==> src/rtl/sc_cpu_pkg.sv <==
package sc_cpu_pkg;
   localparam logic [5:0] OP_RTYPE = 6'h00;
   localparam logic [5:0] OP_LOAD  = 6'h23;
   localparam logic [5:0] OP_STORE = 6'h2B;
   localparam logic [5:0] OP_BEQ   = 6'h04;
   localparam logic [5:0] OP_JUMP  = 6'h02;

   localparam logic [5:0] FN_ADD = 6'h20;
   localparam logic [5:0] FN_SUB = 6'h22;
   localparam logic [5:0] FN_AND = 6'h24;
   localparam logic [5:0] FN_OR  = 6'h25;
   localparam logic [5:0] FN_SLT = 6'h2A;

   typedef enum logic [2:0] {ALU_ADD, ALU_SUB, ALU_AND, ALU_OR, ALU_SLT} alu_op_e;
   typedef enum logic [1:0] {AC_ADD, AC_SUB, AC_FUNCT} alu_class_e;

   typedef struct packed {
      logic       reg_write;
      logic       dst_is_rd;
      logic       src_is_imm;
      logic       mem_write;
      logic       wb_from_mem;
      logic       branch;
      logic       jump;
      alu_class_e alu_class;
   } ctrl_t;
endpackage

==> src/rtl/sc_decode.sv <==
module sc_decode
   import sc_cpu_pkg::*;
(
   input  logic [5:0] opcode,
   output ctrl_t      ctrl
);
   always_comb begin
      ctrl = '0;
      ctrl.alu_class = AC_ADD;
      case (opcode)
         OP_RTYPE: begin
            ctrl.reg_write = 1'b1;
            ctrl.dst_is_rd = 1'b1;
            ctrl.alu_class = AC_FUNCT;
         end
         OP_LOAD: begin
            ctrl.reg_write   = 1'b1;
            ctrl.src_is_imm  = 1'b1;
            ctrl.wb_from_mem = 1'b1;
         end
         OP_STORE: begin
            ctrl.src_is_imm = 1'b1;
            ctrl.mem_write  = 1'b1;
         end
         OP_BEQ: begin
            ctrl.branch    = 1'b1;
            ctrl.alu_class = AC_SUB;
         end
         OP_JUMP: ctrl.jump = 1'b1;
         default: ctrl = '0;
      endcase
   end
endmodule

==> src/rtl/sc_alu_ctrl.sv <==
module sc_alu_ctrl
   import sc_cpu_pkg::*;
(
   input  alu_class_e alu_class,
   input  logic [5:0] funct,
   output alu_op_e    alu_op
);
   always_comb begin
      case (alu_class)
         AC_SUB:   alu_op = ALU_SUB;
         AC_FUNCT: begin
            case (funct)
               FN_SUB:  alu_op = ALU_SUB;
               FN_AND:  alu_op = ALU_AND;
               FN_OR:   alu_op = ALU_OR;
               FN_SLT:  alu_op = ALU_SLT;
               default: alu_op = ALU_ADD;
            endcase
         end
         default:  alu_op = ALU_ADD;
      endcase
   end
endmodule

==> src/rtl/sc_alu.sv <==
module sc_alu
   import sc_cpu_pkg::*;
#(
   parameter int W = 32
) (
   input  logic [W-1:0] a,
   input  logic [W-1:0] b,
   input  alu_op_e      op,
   output logic [W-1:0] y,
   output logic         zero
);
   logic [W-1:0] diff;
   assign diff = a - b;

   always_comb begin
      case (op)
         ALU_SUB: y = diff;
         ALU_AND: y = a & b;
         ALU_OR:  y = a | b;
         ALU_SLT: y = {{(W-1){1'b0}}, ($signed(a) < $signed(b))};
         default: y = a + b;
      endcase
   end

   assign zero = (y == '0);
endmodule

==> src/rtl/sc_regfile.sv <==
module sc_regfile #(
   parameter int W    = 32,
   parameter int NREG = 32,
   localparam int AW  = $clog2(NREG)
) (
   input  logic          clk,
   input  logic          rst_n,
   input  logic [AW-1:0] ra_a,
   input  logic [AW-1:0] ra_b,
   output logic [W-1:0]  rd_a,
   output logic [W-1:0]  rd_b,
   input  logic          we,
   input  logic [AW-1:0] wa,
   input  logic [W-1:0]  wd
);
   logic [W-1:0] regs [NREG];

   for (genvar i = 0; i < NREG; i++) begin : g_reg
      if (i == 0) begin : g_zero
         assign regs[i] = '0;
      end else begin : g_store
         always_ff @(posedge clk) begin
            if (!rst_n)                          regs[i] <= '0;
            else if (we && wa == AW'(i))         regs[i] <= wd;
         end
      end
   end

   assign rd_a = regs[ra_a];
   assign rd_b = regs[ra_b];

   AST_R0_READS_ZERO: assert property (@(posedge clk) disable iff (!rst_n)
      (ra_a == '0) |-> (rd_a == '0));
endmodule

==> src/rtl/sc_core.sv <==
module sc_core
   import sc_cpu_pkg::*;
#(
   parameter int          XLEN     = 32,
   parameter int          NREG     = 32,
   parameter logic [31:0] RESET_PC = 32'h0
) (
   input  logic        clk,
   input  logic        rst_n,
   output logic [31:0] imem_addr,
   input  logic [31:0] imem_rdata,
   output logic [31:0] dmem_addr,
   output logic [31:0] dmem_wdata,
   output logic        dmem_we,
   input  logic [31:0] dmem_rdata
);
   localparam int RAW = $clog2(NREG);

   if (XLEN != 32) begin : g_bad_xlen
      $error("sc_core: encoding fixes XLEN at 32");
   end
   if (NREG != 32) begin : g_bad_nreg
      $error("sc_core: 5-bit register fields need NREG of 32");
   end

   logic [XLEN-1:0] pc_q, pc_next, pc_plus4, br_target, jmp_target;
   logic [XLEN-1:0] sext, rd_a, rd_b, alu_b, alu_y, wr_data;
   logic [5:0]      opcode, funct;
   logic [4:0]      rs, rt, rd, wr_addr;
   logic            alu_zero, take_br;
   ctrl_t           ctrl;
   alu_op_e         alu_op;

   assign opcode = imem_rdata[31:26];
   assign rs     = imem_rdata[25:21];
   assign rt     = imem_rdata[20:16];
   assign rd     = imem_rdata[15:11];
   assign funct  = imem_rdata[5:0];
   assign sext   = {{(XLEN-16){imem_rdata[15]}}, imem_rdata[15:0]};

   sc_decode u_dec (.opcode(opcode), .ctrl(ctrl));
   sc_alu_ctrl u_aluc (.alu_class(ctrl.alu_class), .funct(funct), .alu_op(alu_op));

   assign wr_addr = ctrl.dst_is_rd ? rd : rt;
   assign wr_data = ctrl.wb_from_mem ? dmem_rdata : alu_y;

   sc_regfile #(.W(XLEN), .NREG(NREG)) u_rf (
      .clk(clk), .rst_n(rst_n),
      .ra_a(rs[RAW-1:0]), .ra_b(rt[RAW-1:0]),
      .rd_a(rd_a), .rd_b(rd_b),
      .we(ctrl.reg_write), .wa(wr_addr[RAW-1:0]), .wd(wr_data)
   );

   assign alu_b = ctrl.src_is_imm ? sext : rd_b;

   sc_alu #(.W(XLEN)) u_alu (.a(rd_a), .b(alu_b), .op(alu_op), .y(alu_y), .zero(alu_zero));

   assign pc_plus4   = pc_q + 32'd4;
   assign br_target  = pc_plus4 + {sext[XLEN-3:0], 2'b00};
   assign jmp_target = {pc_plus4[31:28], imem_rdata[25:0], 2'b00};
   assign take_br    = ctrl.branch & alu_zero;

   always_comb begin
      if (ctrl.jump)    pc_next = jmp_target;
      else if (take_br) pc_next = br_target;
      else              pc_next = pc_plus4;
   end

   always_ff @(posedge clk) begin
      if (!rst_n) pc_q <= RESET_PC;
      else        pc_q <= pc_next;
   end

   assign imem_addr  = pc_q;
   assign dmem_addr  = alu_y;
   assign dmem_wdata = rd_b;
   assign dmem_we    = ctrl.mem_write;

   AST_PC_SEQUENTIAL: assert property (@(posedge clk) disable iff (!rst_n)
      (!take_br && !ctrl.jump) |=> (pc_q == $past(pc_q) + 32'd4));
   AST_BRANCH_TARGET: assert property (@(posedge clk) disable iff (!rst_n)
      (ctrl.branch && rd_a == rd_b) |=> (pc_q == $past(pc_q) + 32'd4 + {$past(sext[29:0]), 2'b00}));
   AST_JUMP_INDEX: assert property (@(posedge clk) disable iff (!rst_n)
      ctrl.jump |=> (pc_q[27:2] == $past(imem_rdata[25:0])));
   AST_STORE_NO_REGWRITE: assert property (@(posedge clk) disable iff (!rst_n)
      dmem_we |-> !ctrl.reg_write);
endmodule

==> config.mk <==
export PLATFORM = sky130hd
export DESIGN_NAME = sc_core
export DESIGN_NICKNAME = d
export VERILOG_FILES = /design/src/rtl/sc_cpu_pkg.sv /design/src/rtl/sc_decode.sv /design/src/rtl/sc_alu_ctrl.sv /design/src/rtl/sc_alu.sv /design/src/rtl/sc_regfile.sv /design/src/rtl/sc_core.sv
export SDC_FILE = /design/constraint.sdc
export NUM_CORES = 2
export LEC_CHECK = 0
export CORE_MARGIN = 4
export CORE_UTILIZATION = 46
export DETAILED_ROUTE_END_ITERATION = 10
export GPL_TIMING_DRIVEN = 0
export SLEW_MARGIN = 20
export SYNTH_ARGS = -nofsm -noshare
export SYNTH_HDL_FRONTEND = slang
export SYNTH_SLANG_ARGS = --single-unit
==> constraint.sdc <==
create_clock -name clk -period 11.4 [get_ports clk]
set_clock_uncertainty 0.05 [all_clocks]
set_input_delay 1.71 -clock clk [delete_from_list [all_inputs] [get_ports clk]]
set_output_delay 1.71 -clock clk [all_outputs]
set_load 0.01 [all_outputs]
# --- After elaboration in Yosys (flattened, before gate mapping) ---
# Cells that the tools add are included.
word_totals:
  register_bits: 1024
  in_bits: 66
  out_inout_bits: 97
  word_cells: 149
op_classes:
  n_addsub: 4
  n_lt_le_gt_ge: 3
  eq_ne: 45
  mux: 22
  bitwise_logic: 6
  n_reduce_logical: 36
op_table:
  columns: ["cell", "n"]
  rows:
  - ["32-bit binary-select mux with 5-bit select", 2]
  - ["32-bit two-way mux", 8]
  - ["32-bit case mux with 4 select lines", 1]
  - ["5-bit equality test, second input constant", 16]
  - ["32-bit adder", 2]
  - ["5-bit by 4-bit equality test with 1-bit output, second input constant", 8]
  - ["6-bit equality test, second input constant", 6]
  - ["32-bit by 3-bit adder with 32-bit output, second input constant", 1]
  - ["32-bit bitwise AND", 1]
  - ["32-bit logical NOT", 1]
  - ["32-bit less-than comparator", 1]
  - ["32-bit OR", 1]
  - ["32-bit subtractor", 1]
  - ["1-bit logical AND", 31]
  - ["5-bit by 3-bit equality test with 1-bit output, second input constant", 4]
  - ["6-bit greater-or-equal comparator, second input constant", 2]
  - ["5-bit inverter with 6-bit output", 2]
  - ["3-bit case mux with 4 select lines", 1]
  - ["5-bit by 2-bit equality test with 1-bit output, second input constant", 2]
  - ["1-bit two-way mux", 7]
  - ["3-bit by 2-bit equality test with 1-bit output, second input constant", 2]
  - ["6-bit by 2-bit equality test with 1-bit output, second input constant", 1]
  - ["6-bit by 3-bit equality test with 1-bit output, second input constant", 1]
  - ["6-bit logical NOT", 1]
  - ["11 further kinds", 13]

# --- Logic depth before layout (Yosys ltp) ---
logic_depth:
  ltp_word: 11
  ltp_mapped: 26
  mapped_depth_nobuf: 22

# --- By module ---
# A second synthesis with hierarchy kept.
unflattened:
  hier_cells: 7997
  hier_area_um2: 63758.6
by_module_without_submodules:
  columns: ["module", "instances", "cells_per_inst", "area_each_um2", "seq_area_each_um2"]
  rows:
  - ["sc_regfile", 1, 6580, 53849.1, 19859.0]
  - ["sc_alu", 1, 805, 5243.8, 0.0]
  - ["sc_core", 1, 585, 4446.8, 600.6]
  - ["sc_alu_ctrl", 1, 13, 111.4, 0.0]
  - ["sc_decode", 1, 14, 107.6, 0.0]

# --- Worst setup path before layout ---
# OpenSTA, ideal clock, no wires.
synth_timing:
  path_kind: "input-to-reg"
  from: "input imem_rdata[22]"
  to: "register pc_q[13] (netlist: imem_addr[13])"
  setup_ns: 0.103
  arrival_ns: 8.380
  required_time_ns: 11.247
  path_slack_ns: 2.866
  path_stages: 24
  path_buffers: 5
  cell_sequence: "clkbuf_1 > buf_1 > clkbuf_1 > clkbuf_1 > mux4_2 > mux4_2 > mux2_2 > inv_1 > ha_1 > inv_1 > fa_1 > a21o_1 > a221o_1 > a21o_1 > a211oi_2 > nor2_1 > a221o_1 > a22o_1 > or3_1 > or4_4 > or2_1 > buf_6 > mux2_4 > a2111oi_2"
synth_between:
  elab_chain_cells: 10
  elab_cells_between_ends: 14
  classes_between: "add/sub (2); order compare (1); mux (6); bitwise (4); reduce/logical (1)"
synth_rtl:
  columns: ["element", "line_no", "text"]
  rows:
  - ["start, declared", "sc_core.sv:11", "input logic [31:0] imem_rdata,"]
  - ["5-bit inverter with 6-bit output (implied by the code) (*)", "sc_regfile.sv:29", "assign rd_a = regs[ra_a];"]
  - ["32-bit binary-select mux with 5-bit select (*)", "sc_regfile.sv:29", null]
  - ["32-bit two-way mux (implied by the code) (*) (2 in series)", "sc_regfile.sv:29", null]
  - ["32-bit adder, or another cell as far along", "sc_alu.sv:21", "default: y = a + b;"]
  - ["32-bit case mux with 4 select lines (*)", "sc_alu.sv:16", "case (op)"]
  - ["net dmem_addr[20]", "sc_core.sv:12", "output logic [31:0] dmem_addr,"]
  - ["32-bit logical NOT (*)", "sc_alu.sv:25", "assign zero = (y == '0);"]
  - ["1-bit bitwise AND (*)", "sc_core.sv:61", "assign take_br = ctrl.branch & alu_zero;"]
  - ["32-bit two-way mux (*)", "sc_core.sv:65", "else if (take_br) pc_next = br_target;"]
  - ["32-bit two-way mux (*)", "sc_core.sv:64", "if (ctrl.jump) pc_next = jmp_target;"]
  - ["end signal, assigned", "sc_core.sv:71", "else pc_q <= pc_next;"]
  - ["end, declared", "sc_core.sv:26", "logic [XLEN-1:0] pc_q, pc_next, pc_plus4, br_target, jmp_target;"]
# The timed path passes the listed nets; every way through them passes the cells marked *. The select of a mux whose other input is x is not followed.
# A chain may end at the register's enable or synchronous reset.

# --- Final worst setup path ---
layout_timing:
  from: "input imem_rdata[17]"
  to: "output dmem_addr[22]"
layout_between:
  elab_chain_cells: 7
  elab_cells_between_ends: 10
  classes_between: "add/sub (2); mux (5); bitwise (3)"
layout_rtl:
  columns: ["element", "line_no", "text"]
  rows:
  - ["5-bit inverter with 6-bit output (implied by the code) (*)", "sc_regfile.sv:30", "assign rd_b = regs[ra_b];"]
  - ["32-bit binary-select mux with 5-bit select (*)", "sc_regfile.sv:30", null]
  - ["32-bit two-way mux (implied by the code) (*) (2 in series)", "sc_regfile.sv:30", null]
  - ["32-bit two-way mux (*)", "sc_core.sv:54", "assign alu_b = ctrl.src_is_imm ? sext : rd_b;"]
  - ["32-bit adder, or another cell as far along", "sc_alu.sv:21", null]
  - ["32-bit case mux with 4 select lines (*)", "sc_alu.sv:16", null]
  - ["end, declared", "sc_core.sv:12", null]
# Mark *: on every way between the ends. The rest lies on a longest branch, timed or not. The select of a mux whose other input is x is not followed.

==> results_dict.tcl <==
set metrics [dict create \
    status "finished, violations left" \
    violations "setup timing" \
    period_needed_ns 11.49 \
    r2r_end "imem_addr[20]" \
    fin_util_pct 52.91 \
    area_delta_synth_final_pct 13.77 \
    place_inst 8737 \
    cts_root_buf "clkbuf_16" \
    seq_area_frac_synth_pct 34.33 \
    cts_buffer_depth 3 \
    avgViaCountPerCell 6.444 \
    numCtsBuffers 114 \
    drv_slew 0 \
    boundaryPins 163 \
    antenna_found_initial 16 \
    clkLatencyLatePin_ns 0.76 \
    finalWirelength_um 285700 \
    start_kind "primary input" \
    layout_commonest_cell "nand2_1" \
    layout_common_cells "nand2_1 (1260), a21oi_1 (1098), dfxtp_1 (1022)" \
    cts_tree "built" \
    place_hpwl_um 225000 \
    place.gp.congestion 1.031 \
    maxCapViolCount 0 \
    fin_nets 7322 \
    fin_ws_ns -0.08979 \
    syn_area_um2 59600 \
    cts.sink_count 1022 \
    combPwrFrac_pct 8.6 \
    hold_buffers 0 \
    dr_total_vias 57790 \
    clk_pin_slew_ns 0.06 \
    initial_utilization_pct 46.50 \
    pwr-share-seq_pct 43.6 \
    timing.fmax_mhz 87.03 \
    ys.flop_type "dfxtp_1" \
    hold_path_class "flop to flop" \
    ant_nets 0 \
    p_int_mw 6.037 \
    async_flop_share_pct 0 \
    grt_pass1_wl_um 395500 \
    finalPower_mw 8.204 \
    rr_worst_depth 19 \
    overflow 0 \
    hold_depth 2 \
    power.share.switching_pct 26.41 \
    dieArea_um2 135400 \
    design.core.area_um2 128200 \
    setup_viol 3 \
    setup.worst_path.class "primary input to output pin" \
    ctsResizeCount 10 \
    first_global_vias 53390 \
    synth_edf_count 0 \
    wl_per_cell_um 31.85 \
    drc 0 \
    max_slew.worst_pin.slew_ns 1.390 \
    ys_types 86 \
    critPathCaptureType "output pin" \
    relSlewSlack_pct 7.325 \
    total_leakage_power_nw 23.92 \
    grtUsageTotal_pct 40.92 \
    dp_slack_ns -1.095 \
    htree_levels 3 \
    post_cts_buffers 0 \
    final_hold_viol_count 0 \
    syn_inst 6840 \
    portBuffers 151 \
    grt_max_degree 20 \
    die_h_um 368.0 \
    critical_path.max_fanout 10 \
    fin_crit_sh_pct 100.8 \
    hold_end "u_rf.regs[692]" \
    rsz0062_at_grt "false" \
    yosysWarnings 0 \
    finalNonFillerCells 8969 \
    rows 131 \
    powerDensity_nw_per_um2 121.0 \
    clkPwrFrac_pct 47.8 \
    r2r_setup_slack_ns 3.27 \
    crit_required_ns 9.64 \
    switching_power_mw 2.166 \
    synth-seq-cells 1022 \
    cp.arrival_ns 9.73 \
    drive_gt1_share_pct 14.83 \
    vdd_drop_max_mv 0.1193 \
    synth_area_per_cell_um2 8.714 \
    r2r-start "u_rf.regs[736]" \
    whs_ns 0.4139 \
    drt_first_pass_iters 6 \
    dr.first_iter.drc_count 8572 \
    die_x_um 368.0 \
    worstHoldStart "u_rf.regs[692]" \
]
==> kinds of logic (layout without fill, tap and decap cells) <==
group	Yosys count	after routing	share of synthesized area (%)
compound gates	1533	1533	14.87
simple gates	2568	2568	17.43
mux	737	737	24.71
xor+xnor	55	55	0.8082
buf+inv	792	1175	5.042
other cells	1	18	0.006291
fa+ha+maj	132	132	2.809
flops	1022	1022	34.33
==> cell usage after synthesis, drive strengths merged, types with 32 or more instances <==
cell type / number / area [um2]
nand2: 1260 / 4730
a21oi: 1101 / 5510
dfxtp: 1022 / 20460
nor2: 1015 / 3810
mux4: 576 / 12970
clkbuf: 550 / 2064
inv: 149 / 559.3
ha: 129 / 1614
mux2: 105 / 1197
buf: 93 / 381.6
o21ai: 72 / 360.3
a22o: 65 / 569.3
mux2i: 56 / 560.5
nand3: 55 / 275.3
a21o: 39 / 292.8
nor3: 34 / 181.4
xnor2: 32 / 280.3
==> power groups by stage <==
| stage | clock (mW) | combinational, mW | sequential [mW] |
|---|---|---|---|
| floorplan | 0 | 0.358 | 3.66 |
| global placement | 0 | 0.655 | 3.66 |
| detailed placement | 0 | 0.672 | 3.66 |
| CTS | 3.91 | 0.674 | 3.58 |
| global route | 4.06 | 0.716 | 3.58 |
| finish | 3.92 | 0.704 | 3.58 |
==> stage by stage <==
step	setup TNS [ns]	cell area, um2
final	-0.1875	67810
after global routing	0	67770
after CTS	0	67710
after detailed placement	-68.77	63740
after global placement	-345.91	63280
after floorplan	0	59610
==> layout make-up <==
class,count,area (um2)
inverter,149,559.3
tap,1729,2163
clock inverter,40,442.9
antenna,16,40.04
multi-input combinational,5027,36250
timing repair buffer,167,1815
clock buffer,176,3498
fill,12250,60360
sequential,1022,20460
buffer,643,2579
==> registers in the layout, indices dropped and copies added (netlist names) <==
signal     cells
u_rf.regs    992
imem_addr     30
==> routing by layer <==
layer | GRT usage, % | vias to the layer above | wire, um
met5 | 0.6766 | - | 381
met4 | 30.21 | 8 | 26940
met3 | 10.84 | 873 | 34710
met2 | 59.38 | 3719 | 118700
met1 | 52.41 | 28440 | 104900
li1 | - | 24750 | -
==> worst max-delay path by stage <==
| stage | end | from | slack [ns] |
|---|---|---|---|
| final | dmem_addr[22] | imem_rdata[17] | -0.09 |
| after global routing | dmem_addr[31] | imem_rdata[17] | 0.001 |
| after CTS | dmem_addr[31] | imem_rdata[16] | 0.04 |
| after detailed placement | dmem_addr[31] | imem_rdata[17] | -1.09 |
| after global placement | imem_addr[31] | imem_rdata[17] | -2.10 |
| after floorplan | imem_addr[13] | imem_rdata[22] | 2.87 |
==> worst max-delay path, stage by stage <==
cell	delay, ns
clkbuf_2	0.36
clkbuf_2	0.58
clkbuf_2	0.56
clkbuf_2	0.63
mux4_2	0.46
mux4_2	0.55
mux2i_1	0.83
o21a_1	0.23
inv_1	0.07
ha_1	0.23
fa_1	0.53
nand2b_4	0.11
a2111o_1	0.24
a2111oi_2	0.14
nor3_1	0.58
o21ai_1	0.18
o221a_2	0.30
o22ai_1	0.64
clkdlybuf4s50_1	0.68
No activity file was read; power rests on OpenSTA's default activity.
